$ cat src/rtl/pa_pkg.sv
package pa_pkg;

   // Delay (in rising-edge cycles) that lane i (stage i+1) needs to meet the flash code
   function automatic int lane_delay(input int num_stages, input int lane);
      return (num_stages / 2) - ((lane + 1) / 2);
   endfunction

   // Total clocks from stage-1 capture to the output bus
   function automatic int total_latency(input int num_stages);
      return (num_stages / 2) + 3;
   endfunction

endpackage

$ cat src/rtl/pa_stage_capture.sv
module pa_stage_capture #(
   parameter int NUM_STAGES = 8,
   parameter int CODE_W     = 2
) (
   input  logic                         clk,
   input  logic                         rst_n,
   input  logic [NUM_STAGES*CODE_W-1:0] stage_codes_i,
   input  logic [CODE_W-1:0]            flash_i,
   output logic [NUM_STAGES*CODE_W-1:0] rise_codes_o,
   output logic [CODE_W-1:0]            flash_o
);

   genvar gi;
   generate
      for (gi = 0; gi < NUM_STAGES; gi++) begin : g_lane
         if ((gi % 2) == 0) begin : g_rise
            // odd-numbered stage: sampled directly on the rising edge
            logic [CODE_W-1:0] cap_q;
            always_ff @(posedge clk or negedge rst_n) begin
               if (!rst_n) cap_q <= '0;
               else        cap_q <= stage_codes_i[gi*CODE_W +: CODE_W];
            end
            assign rise_codes_o[gi*CODE_W +: CODE_W] = cap_q;
         end else begin : g_fall
            // even-numbered stage: sampled on the falling edge, then moved to rising domain
            logic [CODE_W-1:0] fall_q;
            logic [CODE_W-1:0] rer_q;
            always_ff @(negedge clk or negedge rst_n) begin
               if (!rst_n) fall_q <= '0;
               else        fall_q <= stage_codes_i[gi*CODE_W +: CODE_W];
            end
            always_ff @(posedge clk or negedge rst_n) begin
               if (!rst_n) rer_q <= '0;
               else        rer_q <= fall_q;
            end
            assign rise_codes_o[gi*CODE_W +: CODE_W] = rer_q;
         end
      end
   endgenerate

   logic [CODE_W-1:0] flash_q;
   always_ff @(posedge clk or negedge rst_n) begin
      if (!rst_n) flash_q <= '0;
      else        flash_q <= flash_i;
   end
   assign flash_o = flash_q;

endmodule

$ cat src/rtl/pa_align_delay.sv
module pa_align_delay #(
   parameter int WIDTH = 2,
   parameter int DEPTH = 4
) (
   input  logic             clk,
   input  logic             rst_n,
   input  logic [WIDTH-1:0] din,
   output logic [WIDTH-1:0] dout
);

   generate
      if (DEPTH == 0) begin : g_pass
         assign dout = din;
      end else begin : g_shift
         logic [WIDTH-1:0] sr_q [DEPTH];
         always_ff @(posedge clk or negedge rst_n) begin
            if (!rst_n) begin
               for (int d = 0; d < DEPTH; d++) sr_q[d] <= '0;
            end else begin
               sr_q[0] <= din;
               for (int d = 1; d < DEPTH; d++) sr_q[d] <= sr_q[d-1];
            end
         end
         assign dout = sr_q[DEPTH-1];
      end
   endgenerate

endmodule

$ cat src/rtl/pa_overlap_add.sv
module pa_overlap_add #(
   parameter int NUM_STAGES = 8,
   parameter int CODE_W     = 2,
   parameter int OUT_W      = 10
) (
   input  logic                         clk,
   input  logic                         rst_n,
   input  logic [NUM_STAGES*CODE_W-1:0] aligned_i,
   input  logic [CODE_W-1:0]            flash_i,
   output logic [OUT_W-1:0]             sat_o
);

   localparam int SUM_W = OUT_W + 1;
   localparam logic [SUM_W-1:0] MAXV = SUM_W'((1 << OUT_W) - 1);

   logic [SUM_W-1:0] raw_sum;
   logic [OUT_W-1:0] sat_q;

   always_comb begin
      raw_sum = SUM_W'(flash_i);
      for (int i = 0; i < NUM_STAGES; i++) begin
         // stage i+1 carries weight 2^(NUM_STAGES-i); one bit overlaps the next stage
         raw_sum = raw_sum + (SUM_W'(aligned_i[i*CODE_W +: CODE_W]) << (NUM_STAGES - i));
      end
   end

   always_ff @(posedge clk or negedge rst_n) begin
      if (!rst_n)               sat_q <= '0;
      else if (raw_sum > MAXV)  sat_q <= '1;
      else                      sat_q <= raw_sum[OUT_W-1:0];
   end

   assign sat_o = sat_q;


   clamp_top_chk: assert property (@(posedge clk) disable iff (!rst_n)
      (raw_sum > MAXV) |=> (sat_q == MAXV[OUT_W-1:0]));


   zero_in_zero_out_chk: assert property (@(posedge clk) disable iff (!rst_n)
      ((aligned_i == '0) && (flash_i == '0)) |=> (sat_q == '0));

endmodule

$ cat src/rtl/pa_format_out.sv
module pa_format_out #(
   parameter int OUT_W = 10
) (
   input  logic             clk,
   input  logic             rst_n,
   input  logic [OUT_W-1:0] sat_i,
   input  logic             fmt_twos_i,
   output logic [OUT_W-1:0] data_o
);

   logic [OUT_W-1:0] stage_a_q;
   logic [OUT_W-1:0] stage_b_q;

   always_ff @(posedge clk or negedge rst_n) begin
      if (!rst_n) begin
         stage_a_q <= '0;
         stage_b_q <= '0;
      end else begin
         stage_a_q <= {sat_i[OUT_W-1] ^ fmt_twos_i, sat_i[OUT_W-2:0]};
         stage_b_q <= stage_a_q;
      end
   end

   assign data_o = stage_b_q;

endmodule

$ cat src/rtl/pa_backend_top.sv
module pa_backend_top #(
   parameter int NUM_STAGES = 8,
   parameter int CODE_W     = 2,
   parameter int OUT_W      = 10
) (
   input  logic                         clk,
   input  logic                         rst_n,
   input  logic [NUM_STAGES*CODE_W-1:0] stage_codes,
   input  logic [CODE_W-1:0]            flash_code,
   input  logic                         fmt_twos,
   output logic [OUT_W-1:0]             data_out
);

   import pa_pkg::*;

   localparam int LANES_W = NUM_STAGES * CODE_W;

   generate
      if ((NUM_STAGES % 2) != 0) begin : g_bad_stages
         $error("NUM_STAGES must be even");
      end
      if (CODE_W != 2) begin : g_bad_code
         $error("CODE_W must be 2 for one-bit overlap");
      end
      if (OUT_W != NUM_STAGES + 2) begin : g_bad_out
         $error("OUT_W must equal NUM_STAGES + 2");
      end
   endgenerate

   logic [LANES_W-1:0] rise_codes;
   logic [CODE_W-1:0]  flash_rise;
   logic [LANES_W-1:0] aligned;
   logic [OUT_W-1:0]   sat_word;

   pa_stage_capture #(.NUM_STAGES(NUM_STAGES), .CODE_W(CODE_W)) u_capture (
      .clk           (clk),
      .rst_n         (rst_n),
      .stage_codes_i (stage_codes),
      .flash_i       (flash_code),
      .rise_codes_o  (rise_codes),
      .flash_o       (flash_rise)
   );

   genvar gl;
   generate
      for (gl = 0; gl < NUM_STAGES; gl++) begin : g_align
         pa_align_delay #(.WIDTH(CODE_W), .DEPTH(lane_delay(NUM_STAGES, gl))) u_dly (
            .clk   (clk),
            .rst_n (rst_n),
            .din   (rise_codes[gl*CODE_W +: CODE_W]),
            .dout  (aligned[gl*CODE_W +: CODE_W])
         );
      end
   endgenerate

   pa_overlap_add #(.NUM_STAGES(NUM_STAGES), .CODE_W(CODE_W), .OUT_W(OUT_W)) u_add (
      .clk       (clk),
      .rst_n     (rst_n),
      .aligned_i (aligned),
      .flash_i   (flash_rise),
      .sat_o     (sat_word)
   );

   pa_format_out #(.OUT_W(OUT_W)) u_fmt (
      .clk        (clk),
      .rst_n      (rst_n),
      .sat_i      (sat_word),
      .fmt_twos_i (fmt_twos),
      .data_o     (data_out)
   );


   reset_quiet_chk: assert property (@(posedge clk)
      (!rst_n) |-> (data_out == '0));


   low_bits_latency_chk: assert property (@(posedge clk) disable iff (!rst_n)
      data_out[OUT_W-2:0] == $past(sat_word[OUT_W-2:0], 2));


   msb_format_chk: assert property (@(posedge clk) disable iff (!rst_n)
      data_out[OUT_W-1] == ($past(sat_word[OUT_W-1], 2) ^ $past(fmt_twos, 2)));

endmodule

$ cat config.mk
export PLATFORM = sky130hd
export DESIGN_NAME = pa_backend_top
export DESIGN_NICKNAME = d
export VERILOG_FILES = /design/src/rtl/pa_pkg.sv /design/src/rtl/pa_stage_capture.sv /design/src/rtl/pa_align_delay.sv /design/src/rtl/pa_overlap_add.sv /design/src/rtl/pa_format_out.sv /design/src/rtl/pa_backend_top.sv
export SDC_FILE = /design/constraint.sdc
export NUM_CORES = 1
export LEC_CHECK = 0
export ABC_AREA = 0
export CAP_MARGIN = 20
export CORE_AREA = 4 4 65 91
export DETAILED_ROUTE_END_ITERATION = 7
export DIE_AREA = 0 0 69 95
export GPL_TIMING_DRIVEN = 0
export HOLD_SLACK_MARGIN = 0.03
export PLACE_DENSITY = 0.74
export REMOVE_ABC_BUFFERS = 1
export SYNTH_ARGS = -nofsm -noshare
export SYNTH_HDL_FRONTEND = slang
export SYNTH_SLANG_ARGS = --single-unit
$ cat constraint.sdc
create_clock -name clk -period 2.26 [get_ports clk]
set_input_delay 0.452 -clock clk [delete_from_list [all_inputs] [get_ports clk]]
set_output_delay 0.452 -clock clk [all_outputs]
set_load 0.005 [all_outputs]
# Word level (Yosys, flattened, before mapping)
# Index checks and enable logic that the tools add are counted.
totals:
  register_bits: 88
  input_bits: 21
  out_inout_bits: 10
  word_cells: 43
classes:
  add_sub_neg: 8
  n_lt_le_gt_ge: 1
  muxes: 1
  bitwise_logic: 1
op_table:
  columns: ["operator", "n"]
  rows:
  - ["adder 11 x 3 -> 11 bit", 1]
  - ["adder 11 x 4 -> 11 bit", 1]
  - ["adder 11 x 5 -> 11 bit", 1]
  - ["adder 11 x 6 -> 11 bit", 1]
  - ["adder 11 x 7 -> 11 bit", 1]
  - ["adder 11 x 8 -> 11 bit", 1]
  - ["adder 11 x 9 -> 11 bit", 1]
  - ["adder 2 x 10 -> 11 bit", 1]
  - ["greater-than comparator 11 x 10 -> 1 bit (second input constant)", 1]
  - ["2-to-1 mux 10 bit", 1]
  - ["XOR 1 bit", 1]

# Longest topological paths before layout
depth:
  word_depth: 10
  ltp_mapped: 7
  mapped_depth_nobuf: 7

# Hierarchy
# From an unflattened synthesis, not the netlist that was laid out.
hier_totals:
  hier_cells: 152
  hier_area_um2: 2723.9
by_module_without_submodules:
  columns: ["mod", "instances", "cells_per_inst", "area_per_inst_um2", "seq_area_each_um2"]
  rows:
  - ["pa_overlap_add", 1, 61, 673.1, 250.2]
  - ["pa_stage_capture", 1, 26, 650.6, 650.6]
  - ["pa_format_out", 1, 21, 509.2, 500.5]
  - ["pa_align_delay (g_align[1].u_dly ...)", 2, 8, 165.2, 150.1]
  - ["pa_align_delay (g_align[3].u_dly ...)", 2, 6, 115.1, 100.1]
  - ["pa_align_delay (g_align[0].u_dly)", 1, 10, 215.2, 200.2]
  - ["pa_align_delay (g_align[5].u_dly ...)", 2, 2, 50.0, 50.0]
  - ["pa_align_delay (g_align[7].u_dly)", 1, 2, 15.0, 0.0]

==> impl_metrics.py <==
metrics = {
    "clocking": {
        "ctsResizeCount": 0,
        "clock_latency_ns": 0.34,
        "numCtsBuffers": 9,
        "htreeDepth": 3,
        "cts_root_buf": "clkbuf_8",
        "clock-sinks": 88,
        "clk_pin_slew_worst_paths_ns": 0.08,
        "cts_tree": "done",
        "ctsLongestPathBuffers": 2,
    },
    "floorplan": {
        "ios": 31,
        "start_util": 0.511,
        "die_height_um": 95,
        "coreArea_mm2": 0.00512,
        "dieArea_mm2": 0.00656,
        "die_w_um": 69,
        "rows": 31,
    },
    "finish": {
        "register_area_mm2": 0.00220,
        "fin_nets": 213,
        "nFillCells": 386,
        "areaGrowthSynthToFinish_pct": 25.1,
        "final_cell_mix": "dfrtp_1, clkdlybuf4s50_1, clkbuf_8",
        "drive_gt1_frac": 0.133,
        "final_common_cell": "dfrtp_1",
        "antennaDiodeCount": 0,
        "multi_input_area_um2": 413,
    },
    "timing": {
        "finalCritPeriodShare": 0.928,
        "timing.fmax_mhz": 477,
        "tightest_slew_ns": 0.286,
        "max-slew-margin-rel": 0.807,
        "rsz0062_at_grt": "no",
        "drv_slew": 0,
        "setup_tns_ns": 0,
        "final_hold_viol_count": 0,
        "skew_ns": 0.0169,
        "finalCriticalPeriod_ns": 2.10,
        "setup_viol": 0,
        "hold_slack_ns": 0.349,
    },
    "yosys": {
        "yosysWarnings": 0,
        "ys_seq_elements": 88,
        "synthFlopType": "dfrtp_1",
        "avgSynthCellArea_um2": 18.8,
        "synth.distinct_cells": 28,
        "netlist_area_mm2": 0.00262,
        "syn_inst": 139,
        "synth_compound_area_frac": 0.0584,
        "synthSimpleGateAreaFrac": 0.0292,
        "synth_edf_count": 0,
        "synth_async_sr_flop_share": 1.00,
        "synth-xor-area-share": 0.0167,
        "synth_mux_area_frac": 0.00766,
        "synthAdderAreaFrac": 0.0459,
        "synth_top_family_by_area": "compound AO/OA/AOI/OAI gates",
        "yosysSeqAreaShare": 0.842,
    },
    "critical_path": {
        "crit_path_max_fanout": 3,
        "required_ns": 2.52,
        "critPathKind": "reg -> reg",
        "endpoint_kind": "register",
        "startpoint_type": "register",
        "rr_worst_depth": 7,
        "critPathLaunch": "u_capture.flash_o[1]",
        "r2r_start": "u_capture.flash_o[1]",
        "cp.arrival_ns": 2.35,
    },
    "drt": {
        "ant_nets": 0,
        "first_pass_iters": 4,
        "drt-total-wl_um": 3560,
        "wl_per_cell_um": 14.0,
        "drc_errors": 0,
        "via_count": 1221,
        "vias_per_cell": 4.81,
        "drt_iter0_drc": 60,
    },
    "placed_design": {
        "io_buffers": 30,
        "post-dp-hpwl_um": 2370,
        "place.gp.congestion": 0.723,
    },
    "global_routing": {
        "grt.total_usage": 0.125,
        "grt_max_degree": 73,
        "first_global_vias": 1360,
        "grt-ovfl-total": 0,
        "grt_pass1_wl_um": 6040,
        "antenna_found_initial": 0,
    },
    "worst_hold_path": {
        "hp-start": "u_capture.g_lane[6].g_rise.cap_q[1]",
        "hp-class": "reg -> reg",
        "hold_depth": 0,
    },
    "power": {
        "clkPwrFrac": 0.355,
        "powerDensity_mw_per_mm2": 957,
        "total_power_mw": 3.13,
        "p_seq_frac": 0.561,
        "leakagePower_nw": 1.46,
        "p_comb_frac": 0.083,
        "p_switching_mw": 0.651,
        "p_int_mw": 2.48,
        "vdd.ir_drop.worst_mv": 0.503,
        "sw_frac_of_total": 0.208,
    },
    "run_status": {
        "outcome": "finished clean",
    },
    "flow_run": {
        "maxCapViolCount": 0,
    },
}
==> power by group through the flow <==
stage / sequential, mW / combinational (mW) / clock, mW
after floorplan: 1.78 / 0.0974 / 0
after global placement: 1.78 / 0.233 / 0
after detailed placement: 1.79 / 0.256 / 0
after CTS: 1.76 / 0.258 / 1.14
after global routing: 1.77 / 0.287 / 1.22
final: 1.76 / 0.260 / 1.11
==> worst max-delay path, stage by stage, from the launching register on <==
cell	delay, ns
dfrtp_1	0.39
ha_1	0.23
fa_1	0.45
a211oi_2	0.30
o21bai_1	0.15
o22ai_1	0.22
nor3_1	0.10
mux2i_1	0.17
==> cells by family after synthesis <==
group,Yosys count
simple gates,15
compound gates,20
flops,88
xor+xnor,5
mux,2
fa+ha+maj,9
==> worst paths after layout <==
| path | endpoint | slack (ns) |
|---|---|---|
| worst max-delay path | u_add.sat_o[9] | 0.16 |
| worst min-delay path | g_align[6].u_dly.dout[1] | 0.35 |
| worst max register to register | u_add.sat_o[9] | 0.16 |
| worst min register to register | g_align[6].u_dly.dout[1] | 0.35 |
| max in group asynchronous | u_capture.g_lane[5].g_fall.fall_q[0] | 0.23 |
| min in group asynchronous | u_fmt.stage_a_q[0] | 0.53 |
==> area by class of cell <==
class	instances	share of cell area
Multi-Input combinational cell	51	0.126
Clock inverter	6	0.0260
Timing Repair Buffer	33	0.110
Clock buffer	10	0.0390
Tap cell	66	0.0252
Sequential cell	88	0.673
==> flip-flops by register name, indices dropped and copies added, names as in the netlist <==
| name | count |
|---|---|
| g_align.u_dly.g_shift.sr_q | 18 |
| g_align.u_dly.dout | 14 |
| u_add.sat_o | 10 |
| u_fmt.data_o | 10 |
| u_fmt.stage_a_q | 10 |
| u_capture.g_lane.g_rise.cap_q | 8 |
| u_capture.g_lane.g_fall.fall_q | 8 |
| u_capture.g_lane.g_fall.rer_q | 8 |
| u_capture.flash_o | 2 |
==> Yosys cell counts, types with 2 or more instances <==
cell      count  area [µm²]
o21ai_0       2        10.0
a21o_2        2        17.5
nand2b_1      3        18.8
nor2_1        2        7.51
nand2_1       4        15.0
mux2i_1       2        20.0
nor3_1        2        10.0
a21o_1        3        22.5
ha_1          8         100
xnor2_1       2        17.5
dfrtn_1       8         200
a21oi_1       3        15.0
xor2_1        3        26.3
a21oi_2       2        17.5
dfrtp_1      80        2000
==> repair_timing <==
| action | 4_1_cts | 5_1_grt |
|---|---|---|
| setup buffers | 0 | 0 |
| hold buffers | 1 | 0 |
| hold endpoints to repair | 14 | 0 |
| endpoints found under the setup margin | 0 | 6 |
==> routing by layer <==
metal,GRT usage,share of wire,vias up
li1,-,-,555
met1,0.123,0.35,624
met4,0.0879,0.019,0
met5,0,0,-
met2,0.225,0.58,33
met3,0.0373,0.051,9
==> per-stage QoR <==
step	instance area, µm²	utilization	setup slack, ns	std cells
2_1_floorplan	2620	-	0.432	139
3_3_place_gp	3000	0.586	-2.89	235
3_5_place_dp	3020	0.590	0.104	236
4_1_cts	3250	0.634	0.0716	253
5_1_grt	3270	0.639	0.0663	254
6_report	3270	0.639	0.162	254
Power figures use the tool's default switching activity.
